`src/rtl/msi_dbl_pkg.sv`:
```
package msi_dbl_pkg;

  localparam int VEC_W = 8;  // vector lives in byte lane 0
  localparam int WIN_OFF_W = 3;  // 8-byte doorbell window

  typedef struct packed {
    logic setEn;   // accepted write: set the indexed line
    logic errInc;  // rejected write: bump the error counter
  } ctrlStrobes_t;

endpackage

```
`src/rtl/msi_dbl_ctrl.sv`:
```
module msi_dbl_ctrl
  import msi_dbl_pkg::*;
#(
  parameter int ADDR_W = 12,
  parameter logic [ADDR_W-1:0] WIN_ADDR = '0,
  parameter int DATA_W = 32,
  parameter int IRQ_BASE = 0,
  parameter int NUM_IRQ = 32,
  parameter int IDX_W = 5
) (
  input  logic [ADDR_W-1:0]   busAddr,
  input  logic [DATA_W-1:0]   busWrData,
  input  logic [DATA_W/8-1:0] busStrb,
  input  logic                busWrEn,
  input  logic                busRdEn,
  output logic [DATA_W-1:0]   busRdData,
  output ctrlStrobes_t        strobes,
  output logic [IDX_W-1:0]    setIdx
);

  localparam int EXT_W = VEC_W + 1;
  localparam logic [EXT_W-1:0] BASE_EXT = EXT_W'(IRQ_BASE);
  localparam logic [EXT_W-1:0] COUNT_EXT = EXT_W'(NUM_IRQ);

  logic windowHit;
  logic wrTake;
  logic [EXT_W-1:0] vecExt;
  logic [EXT_W-1:0] rebased;
  logic inRange;
  logic unusedBits;

  assign windowHit = busAddr[ADDR_W-1:WIN_OFF_W] == WIN_ADDR[ADDR_W-1:WIN_OFF_W];
  assign wrTake = busWrEn && windowHit && busStrb[0];

  always_comb begin
    vecExt = {1'b0, busWrData[VEC_W-1:0]};
    rebased = vecExt - BASE_EXT;
    inRange = (vecExt >= BASE_EXT) && (rebased < COUNT_EXT);
  end

  assign setIdx = rebased[IDX_W-1:0];
  assign strobes.setEn = wrTake && inRange;
  assign strobes.errInc = wrTake && !inRange;

  // Reads have no side effect and always see zero.
  assign busRdData = '0;
  assign unusedBits = ^{busRdEn, busAddr[WIN_OFF_W-1:0],
                        busWrData[DATA_W-1:VEC_W], busStrb[DATA_W/8-1:1],
                        rebased[EXT_W-1:IDX_W]};

endmodule

```
`src/rtl/msi_dbl_datapath.sv`:
```
module msi_dbl_datapath
  import msi_dbl_pkg::*;
#(
  parameter int NUM_IRQ = 32,
  parameter int IDX_W = 5,
  parameter int ERR_W = 8
) (
  input  logic               clk,
  input  logic               rst,
  input  ctrlStrobes_t       strobes,
  input  logic [IDX_W-1:0]   setIdx,
  input  logic [NUM_IRQ-1:0] irqAck,
  output logic [NUM_IRQ-1:0] irqOut,
  output logic [ERR_W-1:0]   errCount
);

  localparam logic [ERR_W-1:0] ERR_MAX = '1;

  for (genvar i = 0; i < NUM_IRQ; i++) begin : g_line
    logic hitMe;
    assign hitMe = strobes.setEn && (setIdx == IDX_W'(i));

    always_ff @(posedge clk) begin
      if (rst) begin
        irqOut[i] <= 1'b0;
      end else if (hitMe) begin
        irqOut[i] <= 1'b1;  // a new set wins over a same-cycle ack
      end else if (irqAck[i]) begin
        irqOut[i] <= 1'b0;
      end
    end
  end

  always_ff @(posedge clk) begin
    if (rst) begin
      errCount <= '0;
    end else if (strobes.errInc && errCount != ERR_MAX) begin
      errCount <= errCount + ERR_W'(1);
    end
  end

endmodule

```
`src/rtl/msi_doorbell_decoder.sv`:
```
module msi_doorbell_decoder
  import msi_dbl_pkg::*;
#(
  parameter int ADDR_W = 12,
  parameter logic [ADDR_W-1:0] WIN_ADDR = '0,
  parameter int DATA_W = 32,
  parameter int IRQ_BASE = 0,
  parameter int NUM_IRQ = 32,
  parameter int MAX_IRQ = 256,
  parameter int ERR_W = 8
) (
  input  logic                clk,
  input  logic                rst,
  input  logic [ADDR_W-1:0]   busAddr,
  input  logic [DATA_W-1:0]   busWrData,
  input  logic [DATA_W/8-1:0] busStrb,
  input  logic                busWrEn,
  input  logic                busRdEn,
  output logic [DATA_W-1:0]   busRdData,
  input  logic [NUM_IRQ-1:0]  irqAck,
  output logic [NUM_IRQ-1:0]  irqOut,
  output logic [ERR_W-1:0]    errCount
);

  localparam int IDX_W = (NUM_IRQ > 1) ? $clog2(NUM_IRQ) : 1;

  if (NUM_IRQ < 1 || NUM_IRQ > MAX_IRQ || MAX_IRQ > 256) begin : g_bad_count
    $error("msi_doorbell_decoder: NUM_IRQ out of range");
  end
  if (IRQ_BASE < 0 || IRQ_BASE > 255) begin : g_bad_base
    $error("msi_doorbell_decoder: IRQ_BASE out of range");
  end
  if (DATA_W < 16 || ADDR_W <= WIN_OFF_W) begin : g_bad_bus
    $error("msi_doorbell_decoder: bus widths too small");
  end

  ctrlStrobes_t strobes;
  logic [IDX_W-1:0] setIdx;

  msi_dbl_ctrl #(
    .ADDR_W(ADDR_W), .WIN_ADDR(WIN_ADDR), .DATA_W(DATA_W),
    .IRQ_BASE(IRQ_BASE), .NUM_IRQ(NUM_IRQ), .IDX_W(IDX_W)
  ) u_ctrl (
    .busAddr(busAddr), .busWrData(busWrData), .busStrb(busStrb),
    .busWrEn(busWrEn), .busRdEn(busRdEn), .busRdData(busRdData),
    .strobes(strobes), .setIdx(setIdx)
  );

  msi_dbl_datapath #(
    .NUM_IRQ(NUM_IRQ), .IDX_W(IDX_W), .ERR_W(ERR_W)
  ) u_dp (
    .clk(clk), .rst(rst), .strobes(strobes), .setIdx(setIdx),
    .irqAck(irqAck), .irqOut(irqOut), .errCount(errCount)
  );

endmodule

```
`config.mk`:
```
export PLATFORM = sky130hd
export DESIGN_NAME = msi_doorbell_decoder
export DESIGN_NICKNAME = d
export VERILOG_FILES = /design/src/rtl/msi_dbl_pkg.sv /design/src/rtl/msi_dbl_ctrl.sv /design/src/rtl/msi_dbl_datapath.sv /design/src/rtl/msi_doorbell_decoder.sv
export SDC_FILE = /design/constraint.sdc
export NUM_CORES = 1
export LEC_CHECK = 0
export ABC_AREA = 1
export CAP_MARGIN = 10
export CORE_MARGIN = 4
export CORE_UTILIZATION = 38
export DETAILED_ROUTE_END_ITERATION = 7
export MAX_ROUTING_LAYER = met4
export PLACE_DENSITY_LB_ADDON = 0.25
export SLEW_MARGIN = 20
export SYNTH_ARGS = -nofsm -noshare
export SYNTH_HDL_FRONTEND = slang
export SYNTH_SLANG_ARGS = --single-unit
```
`constraint.sdc`:
```
create_clock -name clk -period 2.6 [get_ports clk]
set_input_delay 0.78 -clock clk [delete_from_list [all_inputs] [get_ports clk]]
set_output_delay 0.78 -clock clk [all_outputs]
set_load 0.005 [all_outputs]
```
==> metrics.md, run 1 <==
| Metric | Value |
|---|---|
| Post-layout util | 56.9% |
| P&R area growth vs syn | 41.5% |
| Maximum clock path buffer count | 2 |
| Post-DP HPWL | 4.40 mm |
| ANT cells | 0 |
| Largest net degree at the start of global routing | 22 |
| Avg WL per Cell | 11.3 um |
| Actual slew at the worst max-slew pin | 506 ps |
| Area contributors post-synth | dfxtp_1, nand2_1, buf_4 |
| Hold WS | 463 ps |
| Crit-path max FO | 16 |
| Total wire length | 5.45 mm |
| TritonRoute pass-1 iters | 4 |
| Post-Syn Instances | 314 |
| Setup ws final | 528 ps |
| CP dominant cell by count | nor2_4 |
| Slowest cell on the critical path | clkdlybuf4s50_1 |
| Clock sinks | 40 |
| CP endpoint kind | flip-flop |
| Slew Limit Fails | 0 |
| Share of layout cells above drive strength 1 | 14.2% |
| Post-CTS Setup Bufs | 0 |
| Root Driver | clkbuf_8 |
| Count of final hold-check violations | 0 |
| Yosys warning count | 0 |
| CP Class | in2reg |
| Area leader, netlist | dfxtp_1 |
| Via density | 4.30 |
| Most frequent cells in the layout | clkdlybuf4s50_1, nand2_1, inv_1 |
| Placer Congestion | 0.754 |
| Global route overflow | 0 |
| H-Tree Depth | 2 |
| Post-route ant nets | 0 |
| Synth Register Bits | 40 |
| Yosys top cell area share | 35.0% |
| Post-route minimum period | 2070 ps |
| Die Y | 85.5 um |
| DP Area | 3140 um^2 |
| Total GRT Usage | 15.0% |
| Slew HR | 66.3% |
| CP Data Required Time | 2820 ps |
| Tot Pwr | 1.18 mW |
| Drt drc | 0 |
| CP max stage delay | 450 ps |
| Non-filler instance count after layout | 480 |
| Clock slew at reported path FFs | 70 ps |
| Worst skew pair latency | 290 ps |
| Post-CTS sizing | 0 |
| Sequential share of the synthesized area | 35.0% |
| Power Density | 365 nW/um^2 |
| Die width | 85.5 um |
| Clock Skews | 4.24 ps |
| Commonest non-fill, non-tap cell in the layout | clkdlybuf4s50_1 |
| Worst setup SP type | primary input |
| Cell Rows | 27 |
| CTS Hold Bufs | 0 |
| Status | complete, no violations |
| First-pass GRT wire length | 8.71 mm |
| Max Cap Viol | 0 |
| Core ar. | 5680 um^2 |
| Max Fclk | 0.483 GHz |
| Cells after DPL | 472 |
| Starting Density | 40.3% |
| Setup-failing EPs final | 0 |
| Worst Path Arrival | 2290 ps |
| Synth cell types | 25 |
| TNS Setup | 0 ps |
| Vias in the first global route | 1990 |
| IO Count | 156 |
| Syn Area/Cell | 7.28 um^2 |
| VDD IR max | 0.267 mV |
| Final instance area | 3230 um^2 |
| Pleak | 1.30 nW |
| Total number of vias | 2063 |
| Initial antenna violation count | 0 |
| DP Worst Slack | 199 ps |
| Final-stage net count | 492 |
| RSZ-0062 raised after global routing | no |
| TritonCTS clock tree | yes |
| Inserted Clock Buffers | 5 |
| PortBufs | 92 |
| Final Cycle Share | 79.7% |
| Cells along the critical path | clkdlybuf4s50_1, nand3_1, nor2_4, nand3_2, nor2_4, nand2_1, a21oi_1 |
| Iteration-0 DRC Markers | 41 |
| Post-Synthesis Cell Area | 2280 um^2 |
| Hold Path Class | reg2reg |
| Die ar. | 7320 um^2 |
## worst max-delay path: cells and delay by family
family	cells	cell delay [ps]
buf+inv	1	450
simple gates	5	910
compound gates	1	140
## path summary, 6_finish.rpt
check                                 startpoint          endpoint  slack, ps  cells past startpoint
worst min register to register   u_dp.irqOut[30]   u_dp.irqOut[30]        460                      2
worst max register to register  u_dp.errCount[0]  u_dp.errCount[1]       1050                      7
worst max-delay path                  busStrb[0]    u_dp.irqOut[6]        530                      7
worst min-delay path             u_dp.irqOut[30]   u_dp.irqOut[30]        460                      2
## power breakdown
| group | internal, mW | switching, mW | total, mW |
|---|---|---|---|
| combinational | 0.0812 | 0.0674 | 0.149 |
| clock | 0.216 | 0.202 | 0.419 |
| sequential | 0.612 | 0.0000234 | 0.612 |
| total | 0.910 | 0.270 | 1.18 |
## layout make-up
class	instances	area, um^2
inverter	50	188
fill	569	2440
clock buffer	8	90.1
sequential	40	801
multi-input combinational	215	1110
tap	72	90.1
timing repair buffer	95	951
## registers in the layout, summed over array words and instances, names as in the netlist
name / count
u_dp.irqOut: 32
u_dp.errCount: 8
## synthesized netlist by cell type
| cell type | count |
|---|---|
| ha_1 | 1 |
| nor2_4 | 4 |
| nand2_1 | 70 |
| dfxtp_1 | 40 |
| nand3_1 | 9 |
| xor2_1 | 4 |
| buf_2 | 1 |
| inv_1 | 50 |
| a21oi_2 | 20 |
| nand3_2 | 11 |
| a21oi_1 | 17 |
| clkbuf_1 | 1 |
| buf_4 | 33 |
| buf_6 | 1 |
| nand4_1 | 2 |
| clkbuf_2 | 1 |
| nor2_1 | 28 |
| or2_2 | 1 |
| nand2_2 | 11 |
| nand3b_1 | 1 |
| conb_1 | 1 |
| buf_12 | 1 |
| buf_1 | 2 |
| o21ai_0 | 3 |
| nor2_2 | 1 |
## layer usage
layer / vias up / global-route usage, % / part of all wire (%)
met4: 0 / 5.18 / 1.3
met3: 8 / 4.13 / 8.4
met5: - / - / 0
li1: 1074 / - / -
met2: 75 / 25.6 / 49
met1: 906 / 16.8 / 42
## cell families after synthesis
logic type / synth area share, %
compound gates: 12.0
simple gates: 29.3
buf+inv: 21.4
xor+xnor: 1.53
other cells: 0.164
flops: 35.0
fa+ha+maj: 0.548
(Power assumes the default switching activity.)
==> inputs of run 2 (changes only) <==
--- a/config.mk
+++ b/config.mk
@@ -8,7 +8,7 @@
 export ABC_AREA = 1
 export CAP_MARGIN = 10
 export CORE_MARGIN = 4
-export CORE_UTILIZATION = 38
+export CORE_UTILIZATION = 36
 export DETAILED_ROUTE_END_ITERATION = 7
 export MAX_ROUTING_LAYER = met4
 export PLACE_DENSITY_LB_ADDON = 0.25
==> constraint.sdc (replaced) <==
create_clock -name clk -period 2.1 [get_ports clk]
set_input_delay 0.63 -clock clk [delete_from_list [all_inputs] [get_ports clk]]
set_output_delay 0.63 -clock clk [all_outputs]
set_load 0.005 [all_outputs]
==> run 2 against run 1 <==
Compared with the run above: count of clock-buffer cells in the layout fell by 1; critical path depth shrank 6; wire length down 0.55%; sequential power is 24% higher; design area grew 1.7%; first-iteration DRC count is 17% lower; worst hold slack better by 1.5 ps; clock skew shrank 3.0 ps; register-to-register slack lost 410 ps; cell count up 1.9%; via count up 1.6%; core utilization down 2.4 points; largest cell class unchanged; highest routed layer unchanged.
==> metrics.md, run 2 (synthesis results as in run 1) <==
| Metric | Value |
|---|---|
| Status | complete, no violations (unchanged) |
| TritonRoute pass-1 iters | 4 (unchanged) |
| Maximum clock path buffer count | 2 (unchanged) |
| CP Class | reg2out (was in2reg) |
| Final-stage net count | 498 (was 492) |
| PortBufs | 92 (unchanged) |
| Root Driver | clkbuf_8 (unchanged) |
| Placer Congestion | 0.750 (was 0.754) |
| Worst setup SP type | flip-flop (was primary input) |
| Initial antenna violation count | 0 (unchanged) |
| Setup-failing EPs final | 0 (unchanged) |
| ANT cells | 0 (unchanged) |
| Clock slew at reported path FFs | 80 ps (was 70 ps) |
| Die width | 87.7 um (was 85.5 um) |
| Max Fclk | 0.520 GHz |
| Hold Path Class | reg2reg (unchanged) |
| Largest net degree at the start of global routing | 26 (was 22) |
| Post-CTS Setup Bufs | 0 (unchanged) |
| Final Cycle Share | 91.5% |
| Total wire length | 5.42 mm (was 5.45 mm) |
| CP max stage delay | 560 ps (was 450 ps) |
| CP endpoint kind | output port (was flip-flop) |
| Avg WL per Cell | 11.1 um (was 11.3 um) |
| Top flop regs | u_dp.irqOut: 32 flops, u_dp.errCount: 8 flops (unchanged) |
| Total number of vias | 2096 (was 2063) |
| Max Cap Viol | 0 (unchanged) |
| Clock sinks | 40 (unchanged) |
| Worst skew pair latency | 290 ps (about the same) |
| Die Y | 87.7 um (was 85.5 um) |
| P&R area growth vs syn | 43.9% (was 41.5%) |
| Post-route minimum period | 1920 ps |
| Register with the most flip-flops | u_dp.irqOut (unchanged) |
| TritonCTS clock tree | yes (unchanged) |
| Iteration-0 DRC Markers | 34 (was 41) |
| Worst Path Arrival | 1290 ps (was 2290 ps) |
| Post-route ant nets | 0 (unchanged) |
| Starting Density | 37.9% (was 40.3%) |
| Global route overflow | 0 (unchanged) |
| Tot Pwr | 1.43 mW (was 1.18 mW) |
| VDD IR max | 0.276 mV (was 0.267 mV) |
| Number of buffers and inverters on the critical path | 1 (unchanged) |
| Core ar. | 6030 um^2 (was 5680 um^2) |
| IO Count | 156 (unchanged) |
| Die ar. | 7690 um^2 (was 7320 um^2) |
| Total GRT Usage | 14.7% (was 15.0%) |
| CP top delay family | buffers and inverters (was simple AND/OR/NAND/NOR gates) |
| Vias in the first global route | 1983 (was 1990) |
| Most frequent cells in the layout | clkdlybuf4s50_1, nand2_1, inv_1 (unchanged) |
| Inserted Clock Buffers | 5 (unchanged) |
| First-pass GRT wire length | 8.78 mm (was 8.71 mm) |
| CTS Hold Bufs | 0 (unchanged) |
| Cells along the critical path | clkdlybuf4s50_1 (was clkdlybuf4s50_1, nand3_1, nor2_4, nand3_2, nor2_4, nand2_1, a21oi_1) |
| RSZ-0062 raised after global routing | no (unchanged) |
| Max reg flops | 32 (unchanged) |
| Commonest non-fill, non-tap cell in the layout | clkdlybuf4s50_1 (unchanged) |
| Crit-path max FO | 6 (was 16) |
| Slowest cell on the critical path | clkdlybuf4s50_1 (unchanged) |
| Clock Skews | 1.28 ps (was 4.24 ps) |
| TNS Setup | 0 ps (unchanged) |
| Drt drc | 0 (unchanged) |
| Slew Limit Fails | 0 (unchanged) |
| H-Tree Depth | 2 (unchanged) |
| Share of layout cells above drive strength 1 | 15.5% (was 14.2%) |
| Power Density | 436 nW/um^2 (was 365 nW/um^2) |
| Pleak | 1.33 nW (was 1.30 nW) |
| CP Data Required Time | 1470 ps (was 2820 ps) |
| Post-DP HPWL | 4.54 mm (was 4.40 mm) |
| Count of final hold-check violations | 0 (unchanged) |
| Via density | 4.29 (was 4.30) |
| Cell Rows | 28 (was 27) |
| Post-CTS sizing | 0 (unchanged) |
## run 2: per-stage QoR
| stage | std cells | hold slack, ps | setup slack, ps | utilization, % | area, um^2 |
|---|---|---|---|---|---|
| 6_report | 489 | 465 | 178 | 54.6 | 3290 |
| 3_5_place_dp | 481 | 458 | 33.4 | 53.2 | 3200 |
| 4_1_cts | 489 | 469 | 166 | 54.6 | 3290 |
| 3_3_place_gp | 481 | 454 | 61.4 | 53.2 | 3200 |
| 2_1_floorplan | 345 | 460 | 567 | - | 2400 |
| 5_1_grt | 489 | 489 | 123 | 54.6 | 3290 |
## run 2: path summary, 6_finish.rpt
check	startpoint	to	slack (ps)	cells after the start
worst min register to register	u_dp.irqOut[10]	u_dp.irqOut[10]	460	2
worst max-delay path	u_dp.errCount[5]	errCount[5]	180	1
worst max register to register	u_dp.errCount[0]	u_dp.errCount[7]	640	8
worst min-delay path	u_dp.irqOut[10]	u_dp.irqOut[10]	460	2
## run 2: cell type report
class | count | area (um^2)
clock inverters | 1 | 8.76
flip-flops and latches | 40 | 801
multi-input cells | 215 | 1110
repair buffers | 101 | 1010
fillers | 608 | 2740
clock buffers | 7 | 76.3
inverters | 50 | 188
well taps | 75 | 93.8
## run 2: report_power, final
| group | total (mW) | switching (mW) | internal, mW | leakage, nW |
|---|---|---|---|---|
| logic | 0.185 | 0.0829 | 0.102 | 0.968 |
| clock network | 0.492 | 0.254 | 0.237 | 0.0424 |
| registers | 0.758 | 0.0000278 | 0.758 | 0.322 |
| total | 1.43 | 0.337 | 1.10 | 1.33 |
## run 2: metal layers
layer	track usage (%)	wire (um)	vias to the layer above
li1	-	-	1089
met1	18.6	2400	926
met2	23.4	2520	78
met3	4.42	466	3
met4	2.93	29	0
met5	-	0	-
